===== src/rtl/sb_pkg.sv =====
package sb_pkg;
   typedef enum logic {
      SB_STORE = 1'b0,
      SB_FENCE = 1'b1
   } sb_kind_e;
endpackage


===== src/rtl/sb_slots.sv =====
module sb_slots
   import sb_pkg::*;
#(
   parameter int DEPTH  = 8,
   parameter int ADDR_W = 16,
   parameter int DATA_W = 32,
   parameter int BE_W   = DATA_W / 8,
   localparam int IDX_W = $clog2(DEPTH),
   localparam int CNT_W = $clog2(DEPTH + 1)
) (
   input  logic              clk,
   input  logic              rst_n,
   input  logic              push,
   input  sb_kind_e          push_kind,
   input  logic [ADDR_W-1:0] push_addr,
   input  logic [DATA_W-1:0] push_data,
   input  logic [BE_W-1:0]   push_be,
   input  logic              pop,
   input  logic [IDX_W-1:0]  pop_idx,
   output logic [DEPTH-1:0]  slot_vld,
   output logic [DEPTH-1:0]  slot_fence,
   output logic [ADDR_W-1:0] slot_addr [DEPTH],
   output logic [DATA_W-1:0] slot_data [DEPTH],
   output logic [BE_W-1:0]   slot_be   [DEPTH],
   output logic [CNT_W-1:0]  occ
);
   // Slot 0 always holds the oldest entry; removal compacts younger ones down.
   logic              vld_q   [DEPTH];
   logic              fence_q [DEPTH];
   logic [ADDR_W-1:0] addr_q  [DEPTH];
   logic [DATA_W-1:0] data_q  [DEPTH];
   logic [BE_W-1:0]   be_q    [DEPTH];

   logic              sh_vld   [DEPTH];
   logic              sh_fence [DEPTH];
   logic [ADDR_W-1:0] sh_addr  [DEPTH];
   logic [DATA_W-1:0] sh_data  [DEPTH];
   logic [BE_W-1:0]   sh_be    [DEPTH];

   logic [CNT_W-1:0]  cnt_after;

   assign occ       = CNT_W'($countones(slot_vld));
   assign cnt_after = occ - CNT_W'(pop);

   for (genvar i = 0; i < DEPTH; i++) begin : g_slot
      logic take;
      logic wr_new;

      assign take   = pop && (IDX_W'(i) >= pop_idx);
      assign wr_new = push && (cnt_after == CNT_W'(i));

      if (i == DEPTH - 1) begin : g_top
         assign sh_vld[i]   = take ? 1'b0 : vld_q[i];
         assign sh_fence[i] = fence_q[i];
         assign sh_addr[i]  = addr_q[i];
         assign sh_data[i]  = data_q[i];
         assign sh_be[i]    = be_q[i];
      end else begin : g_mid
         assign sh_vld[i]   = take ? vld_q[i+1]   : vld_q[i];
         assign sh_fence[i] = take ? fence_q[i+1] : fence_q[i];
         assign sh_addr[i]  = take ? addr_q[i+1]  : addr_q[i];
         assign sh_data[i]  = take ? data_q[i+1]  : data_q[i];
         assign sh_be[i]    = take ? be_q[i+1]    : be_q[i];
      end

      always_ff @(posedge clk or negedge rst_n) begin
         if (!rst_n) vld_q[i] <= 1'b0;
         else        vld_q[i] <= wr_new | sh_vld[i];
      end

      always_ff @(posedge clk) begin
         if (wr_new) begin
            fence_q[i] <= (push_kind == SB_FENCE);
            addr_q[i]  <= push_addr;
            data_q[i]  <= push_data;
            be_q[i]    <= push_be;
         end else begin
            fence_q[i] <= sh_fence[i];
            addr_q[i]  <= sh_addr[i];
            data_q[i]  <= sh_data[i];
            be_q[i]    <= sh_be[i];
         end
      end

      assign slot_vld[i]   = vld_q[i];
      assign slot_fence[i] = fence_q[i];
      assign slot_addr[i]  = addr_q[i];
      assign slot_data[i]  = data_q[i];
      assign slot_be[i]    = be_q[i];
   end
endmodule


===== src/rtl/sb_picker.sv =====
module sb_picker #(
   parameter int DEPTH    = 8,
   parameter int ADDR_W   = 16,
   parameter int NBANK    = 4,
   parameter bit RELAX_EN = 1'b1,
   localparam int IDX_W     = $clog2(DEPTH),
   localparam int BANK_BITS = $clog2(NBANK)
) (
   input  logic              relax,
   input  logic [DEPTH-1:0]  slot_vld,
   input  logic [DEPTH-1:0]  slot_fence,
   input  logic [ADDR_W-1:0] slot_addr [DEPTH],
   input  logic [NBANK-1:0]  bank_busy,
   output logic              st_hit,
   output logic [IDX_W-1:0]  st_idx,
   output logic              fence_ret
);
   logic [DEPTH-1:0] rdy;

   for (genvar i = 0; i < DEPTH; i++) begin : g_rdy
      assign rdy[i] = slot_vld[i] && !slot_fence[i]
                      && !bank_busy[slot_addr[i][BANK_BITS-1:0]];
   end

   // A fence leaves by itself once nothing older remains.
   assign fence_ret = slot_vld[0] && slot_fence[0];

   if (RELAX_EN) begin : g_relax
      logic [DEPTH-1:0] elig;
      logic             r_hit;
      logic [IDX_W-1:0] r_idx;

      always_comb begin
         for (int i = 0; i < DEPTH; i++) begin
            logic blk;
            blk = 1'b0;
            for (int j = 0; j < i; j++) begin
               if (slot_vld[j] && (slot_fence[j] || slot_addr[j] == slot_addr[i]))
                  blk = 1'b1;
            end
            elig[i] = rdy[i] && !blk;
         end
      end

      always_comb begin
         r_hit = 1'b0;
         r_idx = '0;
         for (int i = DEPTH - 1; i >= 0; i--) begin
            if (elig[i]) begin
               r_hit = 1'b1;
               r_idx = IDX_W'(i);
            end
         end
      end

      assign st_hit = relax ? r_hit : rdy[0];
      assign st_idx = relax ? r_idx : '0;
   end else begin : g_strict
      logic unused_relax;
      assign unused_relax = relax;
      assign st_hit = rdy[0];
      assign st_idx = '0;
   end
endmodule


===== src/rtl/sb_flush_ctl.sv =====
module sb_flush_ctl (
   input  logic clk,
   input  logic rst_n,
   input  logic flush_req,
   input  logic empty,
   output logic busy,
   output logic done
);
   always_ff @(posedge clk or negedge rst_n) begin
      if (!rst_n) begin
         busy <= 1'b0;
         done <= 1'b0;
      end else if (busy && empty) begin
         busy <= 1'b0;
         done <= 1'b1;
      end else begin
         done <= 1'b0;
         if (flush_req) busy <= 1'b1;
      end
   end
endmodule


===== src/rtl/store_drain_buf.sv =====
module store_drain_buf
   import sb_pkg::*;
#(
   parameter int DEPTH    = 8,
   parameter int ADDR_W   = 16,
   parameter int DATA_W   = 32,
   parameter int NBANK    = 4,
   parameter bit RELAX_EN = 1'b1,
   localparam int BE_W      = DATA_W / 8,
   localparam int IDX_W     = $clog2(DEPTH),
   localparam int CNT_W     = $clog2(DEPTH + 1),
   localparam int BANK_BITS = $clog2(NBANK)
) (
   input  logic              clk,
   input  logic              rst_n,
   input  logic              relax_mode,
   input  logic              s_valid,
   output logic              s_ready,
   input  logic              s_fence,
   input  logic [ADDR_W-1:0] s_addr,
   input  logic [DATA_W-1:0] s_data,
   input  logic [BE_W-1:0]   s_be,
   output logic              m_valid,
   input  logic              m_ready,
   output logic [ADDR_W-1:0] m_addr,
   output logic [DATA_W-1:0] m_data,
   output logic [BE_W-1:0]   m_be,
   input  logic [NBANK-1:0]  m_bank_busy,
   input  logic              flush_req,
   output logic              flush_done
);
   if (DEPTH < 2 || DEPTH > 32) begin : g_bad_depth
      $error("store_drain_buf: DEPTH must lie in 2..32");
   end
   if (NBANK < 2 || (NBANK & (NBANK - 1)) != 0) begin : g_bad_bank
      $error("store_drain_buf: NBANK must be a power of two, at least 2");
   end
   if (DATA_W % 8 != 0) begin : g_bad_data
      $error("store_drain_buf: DATA_W must be a whole number of bytes");
   end
   if (ADDR_W <= BANK_BITS) begin : g_bad_addr
      $error("store_drain_buf: ADDR_W too narrow for bank select");
   end

   logic [DEPTH-1:0]  slot_vld;
   logic [DEPTH-1:0]  slot_fence;
   logic [ADDR_W-1:0] slot_addr [DEPTH];
   logic [DATA_W-1:0] slot_data [DEPTH];
   logic [BE_W-1:0]   slot_be   [DEPTH];
   logic [CNT_W-1:0]  occ;

   logic              st_hit;
   logic [IDX_W-1:0]  st_idx;
   logic              fence_ret;
   logic              flush_busy;
   logic              push;
   logic              pop;
   logic              m_fire;
   sb_kind_e          push_kind;

   assign s_ready   = !slot_vld[DEPTH-1] && !flush_busy;
   assign push      = s_valid && s_ready;
   assign push_kind = s_fence ? SB_FENCE : SB_STORE;
   assign m_valid   = st_hit;
   assign m_fire    = m_valid && m_ready;
   assign pop       = fence_ret || m_fire;
   assign m_addr    = slot_addr[st_idx];
   assign m_data    = slot_data[st_idx];
   assign m_be      = slot_be[st_idx];

   sb_slots #(
      .DEPTH (DEPTH),
      .ADDR_W(ADDR_W),
      .DATA_W(DATA_W),
      .BE_W  (BE_W)
   ) u_slots (
      .clk       (clk),
      .rst_n     (rst_n),
      .push      (push),
      .push_kind (push_kind),
      .push_addr (s_addr),
      .push_data (s_data),
      .push_be   (s_be),
      .pop       (pop),
      .pop_idx   (fence_ret ? '0 : st_idx),
      .slot_vld  (slot_vld),
      .slot_fence(slot_fence),
      .slot_addr (slot_addr),
      .slot_data (slot_data),
      .slot_be   (slot_be),
      .occ       (occ)
   );

   sb_picker #(
      .DEPTH   (DEPTH),
      .ADDR_W  (ADDR_W),
      .NBANK   (NBANK),
      .RELAX_EN(RELAX_EN)
   ) u_pick (
      .relax     (relax_mode),
      .slot_vld  (slot_vld),
      .slot_fence(slot_fence),
      .slot_addr (slot_addr),
      .bank_busy (m_bank_busy),
      .st_hit    (st_hit),
      .st_idx    (st_idx),
      .fence_ret (fence_ret)
   );

   sb_flush_ctl u_flush (
      .clk      (clk),
      .rst_n    (rst_n),
      .flush_req(flush_req),
      .empty    (occ == '0),
      .busy     (flush_busy),
      .done     (flush_done)
   );
endmodule


===== config.mk =====
export PLATFORM = sky130hd
export DESIGN_NAME = store_drain_buf
export DESIGN_NICKNAME = d
export VERILOG_FILES = /design/src/rtl/sb_pkg.sv /design/src/rtl/sb_slots.sv /design/src/rtl/sb_picker.sv /design/src/rtl/sb_flush_ctl.sv /design/src/rtl/store_drain_buf.sv
export SDC_FILE = /design/constraint.sdc
export NUM_CORES = 1
export LEC_CHECK = 0
export BUFFER_PORTS_ARGS = -buffer_cell sky130_fd_sc_hd__buf_2
export CORE_UTILIZATION = 55
export DETAILED_ROUTE_END_ITERATION = 6
export GPL_TIMING_DRIVEN = 1
export HOLD_SLACK_MARGIN = 0.1
export PLACE_DENSITY_LB_ADDON = 0.25
export REMOVE_ABC_BUFFERS = 1
export SYNTH_ARGS = -nofsm -noshare
export SYNTH_HDL_FRONTEND = slang
export SYNTH_SLANG_ARGS = --single-unit

===== constraint.sdc =====
create_clock -name clk -period 22.9 [get_ports clk]
set_input_delay 1.145 -clock clk [delete_from_list [all_inputs] [get_ports clk]]
set_output_delay 1.145 -clock clk [all_outputs]
set_load 0.05 [all_outputs]

==> flow_summary.yaml, run 1 <==
timing:
  fin_crit_sh_pct: 33.7
  rsz0062_at_grt: "false"
  fin_hold_ws_ns: 0.395
  fin_tns_setup_ns: 0
  worst_pin_slew_ns: 1.22
  drv_slew: 0
  max_freq_ghz: 0.130
  finalSetupViolations: 0
  hold_viol_final: 0
  final.setup_skew_ns: 0.0260
  fin_crit_ns: 7.71
  slew_headroom_pct: 18.6
detailed_routing:
  via_count: 21500
  viasPerCell: 6.84
  drcViolationCount: 0
  drt_iter0_markers: 2605
  antenna_left: 0
  drt-wirelength-per-cell_um: 33.0
  drtPass1Iterations: 5
  finalWirelength_mm: 104
yosys:
  async_flop_share_pct: 2.30
  avgSynthCellArea_um2: 11.2
  ys_warn_count: 0
  synth_cells: 2510
  ys_seq_area_share_pct: 46.2
  synth_seq_cells: 434
  synth_flop_cell: "edfxtp_1"
  synth_edf_count: 424
  synth_cell_type_count: 66
  syn_area_mm2: 0.0281
setup_path:
  end_kind: "output port"
  critPathKind: "register to output port"
  critPathArrivalTime_ns: 6.57
  required_ns: 21.76
  cp_max_fo: 85
  startpoint_type: "register"
placement:
  place.gp.congestion: 1.10
  dp_hpwl_mm: 62.8
  placed_cells: 3053
  io_buffers: 117
clocking:
  numCtsBuffers: 47
  clkSinkCount: 434
  cts_resized: 0
  cts_tree: "built"
  clk_pin_slew_ns: 0.06
  clock_latency_ns: 0.61
  root_buffer: "clkbuf_16"
  cts_setup_buffers: 0
  h-tree-depth: 2
  hold_buffers: 0
  cts_buffer_depth: 3
grt:
  grt_pass1_vias: 21000
  globalRouteOverflowTotal: 0
  antenna_found_initial: 2
  groute.usage.overall_pct: 39.4
  grt_max_degree: 97
  grt_first_pass_wirelength_mm: 150
run:
  cap_viol_max_count: 0
die:
  core_mm2: 0.0503
  fp-row-count: 82
  die-area_mm2: 0.0520
  start_util_pct: 55.9
  die_h_um: 228
  io_pins: 118
  dieWidth_um: 228
hold_path:
  hold_path.class: "input pin to async pin"
run_status:
  status: "complete, no violations"
final_layout:
  fin_cells: 3138
  area_growth_pct: 6.69
  fillers: 4197
  drive_above_1_share_pct: 22.9
  nNetsFinal: 2505
[layer usage]
metal  share of wire, %  global-route usage (%)  up-vias
met2                 46                    60.2     1351
met3                9.6                    7.63      251
met5              0.019                       0        -
met1                 40                    53.7    10800
met4                5.0                    19.3        4
li1                   -                       -     9059
[sequential cells by signal (all words and copies together) (netlist names)]
register and count:
u_slots.be_q 32, u_slots.data_q 256, u_slots.slot_vld 8, u_slots.fence_q 8
u_flush.done 1, u_slots.addr_q 128, u_flush.busy 1
[cell usage after synthesis, types with 4 or more instances]
library cell | instances | area [um2]
buf_6 | 5 | 56.3
buf_1 | 9 | 33.8
nand2b_1 | 8 | 50.1
buf_4 | 21 | 158
o21ai_1 | 7 | 35.0
mux2_1 | 48 | 541
clkbuf_2 | 5 | 25.0
mux2_2 | 323 | 3640
nor3_1 | 8 | 40.0
o22ai_1 | 4 | 25.0
o21ai_0 | 158 | 791
xor2_1 | 405 | 3550
clkbuf_1 | 81 | 304
o2111a_1 | 52 | 586
fa_1 | 4 | 80.1
nand2_1 | 175 | 657
dfrtp_1 | 10 | 250
ha_1 | 8 | 100
xnor2_1 | 44 | 385
a41oi_1 | 13 | 114
nand4_1 | 15 | 93.8
nor4_1 | 104 | 651
nor2_1 | 14 | 52.6
inv_1 | 24 | 90.1
nor2b_1 | 4 | 25.0
a41o_1 | 8 | 80.1
nand3_1 | 316 | 1580
edfxtp_1 | 424 | 12700
mux4_2 | 7 | 158
buf_2 | 149 | 746
[cells by family (layout without fill, tap and decap cells)]
group	after synthesis	in the layout	share of synthesized area, %
AND/OR/NAND/NOR	658	658	11.6
XOR/XNOR	449	449	14.0
flip-flops	434	434	46.2
multiplexers	381	381	15.5
buffers and inverters	296	251	5.09
AO/OA/AOI/OAI	280	280	6.95
adder cells (fa/ha/maj)	12	12	0.641
other	0	1	0
[layout by cell type, fill, tap and decap left out, types with 3 or more instances in the layout]
master	netlist	final
clkbuf_16	0	48
clkinv_1	0	17
clkbuf_1	81	6
edfxtp_1	424	424
a41oi_1	13	13
xnor2_1	44	44
mux4_2	7	7
o221ai_1	3	3
o22a_1	3	3
nand2_4	0	4
a41o_1	8	8
nand2_1	175	170
xor2_1	405	405
o21ai_1	7	7
nand2b_4	0	4
o22ai_1	4	4
o211ai_1	3	3
nand4_1	15	15
o2111a_1	52	52
nand2b_1	8	4
nor3_1	8	8
dfrtp_1	10	10
fa_1	4	4
buf_4	21	25
ha_1	8	8
nor2_1	14	12
nor4_1	104	104
nand3_1	316	315
buf_2	149	117
inv_1	24	24
clkinv_2	0	6
a21oi_1	3	3
o21ai_0	158	157
mux2i_1	3	3
mux2_1	48	48
mux2_2	323	323
[metrics by stage]
stage / utilization (%) / instance area (um2) / worst slack (ns)
2_1_floorplan: - / 26800 / 14.50
6_report: 59.7 / 30000 / 15.19
4_1_cts: 59.7 / 30000 / 15.44
3_5_place_dp: 56.8 / 28500 / 15.80
5_1_grt: 59.7 / 30000 / 15.14
3_3_place_gp: 56.8 / 28500 / 15.93
[path summary, 6_finish.rpt]
kind                            slack, ns             startpoint               endpoint  cells past startpoint
worst max-delay path                15.19   u_slots.addr_q[0][0]              m_addr[5]                     12
worst min-delay path                 0.40                  rst_n    u_slots.slot_vld[5]                      1
worst max register to register      15.48   u_slots.addr_q[1][1]  u_slots.data_q[1][51]                     16
worst min register to register       0.54  u_slots.data_q[1][89]  u_slots.data_q[1][57]                      2
max in group asynchronous           22.31                  rst_n           u_flush.done                      1
min in group clk                     0.54  u_slots.data_q[1][89]  u_slots.data_q[1][57]                      2
[layout make-up]
type | count | area (um2) | area share, %
well taps | 672 | 841 | 2.80
multi-input cells | 1780 | 13900 | 46.2
diodes | 1 | 2.50 | 0.00834
flip-flops and latches | 434 | 13000 | 43.3
clock inverters | 30 | 224 | 0.747
inverters | 25 | 93.8 | 0.313
clock buffers | 54 | 1220 | 4.08
repair buffers | 142 | 773 | 2.58
[critical path: stages (launching register included)]
cell and delay (ns):
edfxtp_1 0.92, xor2_1 0.16, nor4_1 0.48, nand3_1 0.21
o41ai_1 0.85, o21ai_1 0.44, a211oi_4 0.26, buf_4 0.67
buf_4 0.87, o21ai_0 0.25, nand3_1 0.14, o2111a_1 0.27
buf_2 0.30
Power of run 1 is left out: the tool's default activity adds up to more than one toggle a clock period on the data nets, which glitch-free logic cannot reach.
==> inputs of run 2 (changes only) <==
==> constraint.sdc (replaced) <==
create_clock -name clk -period 6.8 [get_ports clk]
set_input_delay 0.34 -clock clk [delete_from_list [all_inputs] [get_ports clk]]
set_output_delay 0.34 -clock clk [all_outputs]
set_load 0.05 [all_outputs]
==> run 2 against run 1 <==
  * Wire length grew 3.5%
  * Sequential cell count did not move
  * Non-clock buffer count rose by 95
  * Global-route usage is 1.2 points higher
  * Critical path depth up 5
  * First-iteration DRC count increased by 13%
  * Register-to-register slack worse by 15 ns
  * Setup slack worse by 14 ns
  * Clock-buffer cell count is 3 higher
  * Sequential share of layout area down 1.6 points
  * Critical endpoint is now u_slots.data_q[0][95]
==> flow_summary.yaml, run 2 (synthesis gave the netlist of run 1 again) <==
die:
  io_pins: 118
  start_util_pct: 55.9
  die-area_mm2: 0.0520
  die_h_um: 228
  core_mm2: 0.0503
  fp-row-count: 82
  dieWidth_um: 228
setup_path:
  r2r_end: "u_slots.data_q[0][95]"
  startpoint_type: "register"
  required_ns: 7.08
  crit_top_cell: "nor4_1"
  critPathCapture: "u_slots.data_q[0][95]"
  r2r_cells: 17
  worst_path_max_delay_cell: "nor4_1"
  critPathKind: "register to register"
  crit_path_cell_trace: "xor2_1 > nor4_1 > a41oi_1 > o221ai_1 > nor3_1 > nor4_1 > buf_4 > a21oi_2 > ha_1 > nor2b_1 > xnor2_1 > nor2_1 > nand2_1 > o21ai_0 > and3_4 > nand2b_4 > buf_12"
  cp-startpoint: "u_slots.addr_q[1][47]"
  r2r_setup_slack_ns: 0.70
  critPathArrivalTime_ns: 6.38
  critPathMaxStageDelay_ns: 1.04
  end_kind: "register"
  cp_max_fo: 31
  r2r_start: "u_slots.addr_q[1][47]"
detailed_routing:
  drt_iter0_markers: 2935
  viasPerCell: 6.92
  drt-wirelength-per-cell_um: 33.2
  drtPass1Iterations: 7
  antenna_left: 0
  via_count: 22400
  finalWirelength_mm: 107
  drcViolationCount: 0
timing:
  slew_headroom_pct: 19.2
  max_freq_ghz: 0.164
  rsz0062_at_grt: "false"
  finalSetupViolations: 0
  final.setup_skew_ns: 0.0206
  fin_hold_ws_ns: 0.137
  fin_tns_setup_ns: 0
  worst_pin_slew_ns: 1.20
  fin_crit_sh_pct: 89.7
  drv_slew: 0
  fin_crit_ns: 6.10
  hold_viol_final: 0
final_layout:
  final_common_cell: "edfxtp_1"
  drive_above_1_share_pct: 23.9
  regMostFlops: "u_slots.data_q"
  multi_input_area_mm2: 0.0139
  reg_top3: "u_slots.data_q (256), u_slots.addr_q (128), u_slots.be_q (32)"
  area_growth_pct: 10.9
  largest_register_ffs: 256
  fillers: 3962
  fin_cells: 3231
  nNetsFinal: 2600
  regArea_mm2: 0.0130
  final_cell_mix: "424 x edfxtp_1, 405 x xor2_1, 323 x mux2_2"
  diodes: 0
clocking:
  root_buffer: "clkbuf_16"
  clock_latency_ns: 0.60
  cts_tree: "built"
  cts_buffer_depth: 3
  clk_pin_slew_ns: 0.06
  numCtsBuffers: 47
  clkSinkCount: 434
  h-tree-depth: 2
grt:
  grt_max_degree: 157
  globalRouteOverflowTotal: 0
  grt_pass1_vias: 22100
  antenna_found_initial: 1
  grt_first_pass_wirelength_mm: 155
  groute.usage.overall_pct: 40.6
placement:
  place.gp.congestion: 1.04
  placed_cells: 3096
  dp_hpwl_mm: 68.1
  io_buffers: 117
run_status:
  status: "complete, no violations"
hold_path:
  hold_path.class: "input pin to async pin"
run:
  cap_viol_max_count: 0
## run 2: cell count changes in the layout (fill, tap and decap cells not counted), moves of 3 or more
cell           delta
buf_12           +22
buf_4            +21
bufinv_16         +3
clkbuf_1          +3
clkinv_1          -7
dlygate4sd3_1    +52
## run 2: per-layer routing
layer / GRT usage [%] / wire length (um) / vias to the layer above
met5: 0 / 0 / -
met2: 63.3 / 48900 / 1536
met1: 55.1 / 42400 / 11300
met4: 19.7 / 5390 / 0
li1: - / - / 9247
met3: 6.81 / 10500 / 285
## run 2: cell type report
cell class / instances / share of cell area (%)
multi-input combinational: 1780 / 44.4
clock inverter: 26 / 0.903
sequential: 434 / 41.6
inverter: 25 / 0.301
timing repair buffer: 237 / 6.07
tap: 672 / 2.70
clock buffer: 57 / 3.96
## run 2: worst min path at each step
stage	start	end	slack (ns)	cells past startpoint
after floorplan	rst_n	u_flush.busy	0.04	0
final	rst_n	u_flush.busy	0.14	2
after global placement	rst_n	u_flush.done	0.21	1
after detailed placement	rst_n	u_flush.busy	0.22	1
after global routing	s_addr[9]	u_slots.addr_q[1][57]	0.13	1
after CTS	s_addr[9]	u_slots.addr_q[1][57]	0.12	1
## run 2: stage by stage
stage | utilization [%] | setup slack, ns | area [um2]
after global routing | 62.0 | 0.593 | 31200
after global placement | 58.0 | 0.875 | 29100
after floorplan | - | -0.829 | 26800
final | 62.0 | 0.702 | 31200
after CTS | 62.0 | 0.944 | 31200
after detailed placement | 58.0 | 0.978 | 29100
## run 2: repair_timing
| item | 4_1_cts | 5_1_grt |
|---|---|---|
| hold buffers | 52 | 0 |
| endpoints found under the setup margin | 0 | 0 |
| gates resized for setup | 0 | 0 |
| hold endpoints to repair | 65 | 0 |
| setup buffers | 0 | 0 |
## run 2: critical path, delay by kind of cell (launching register included)
kind	cells	cell delay [ns]
adder cells (fa/ha/maj)	1	0.25
XOR/XNOR	2	0.31
buffers and inverters	2	0.47
flip-flops	1	0.82
AND/OR/NAND/NOR	8	2.74
AO/OA/AOI/OAI	4	1.09
Power of run 2 is left out for the same reason.
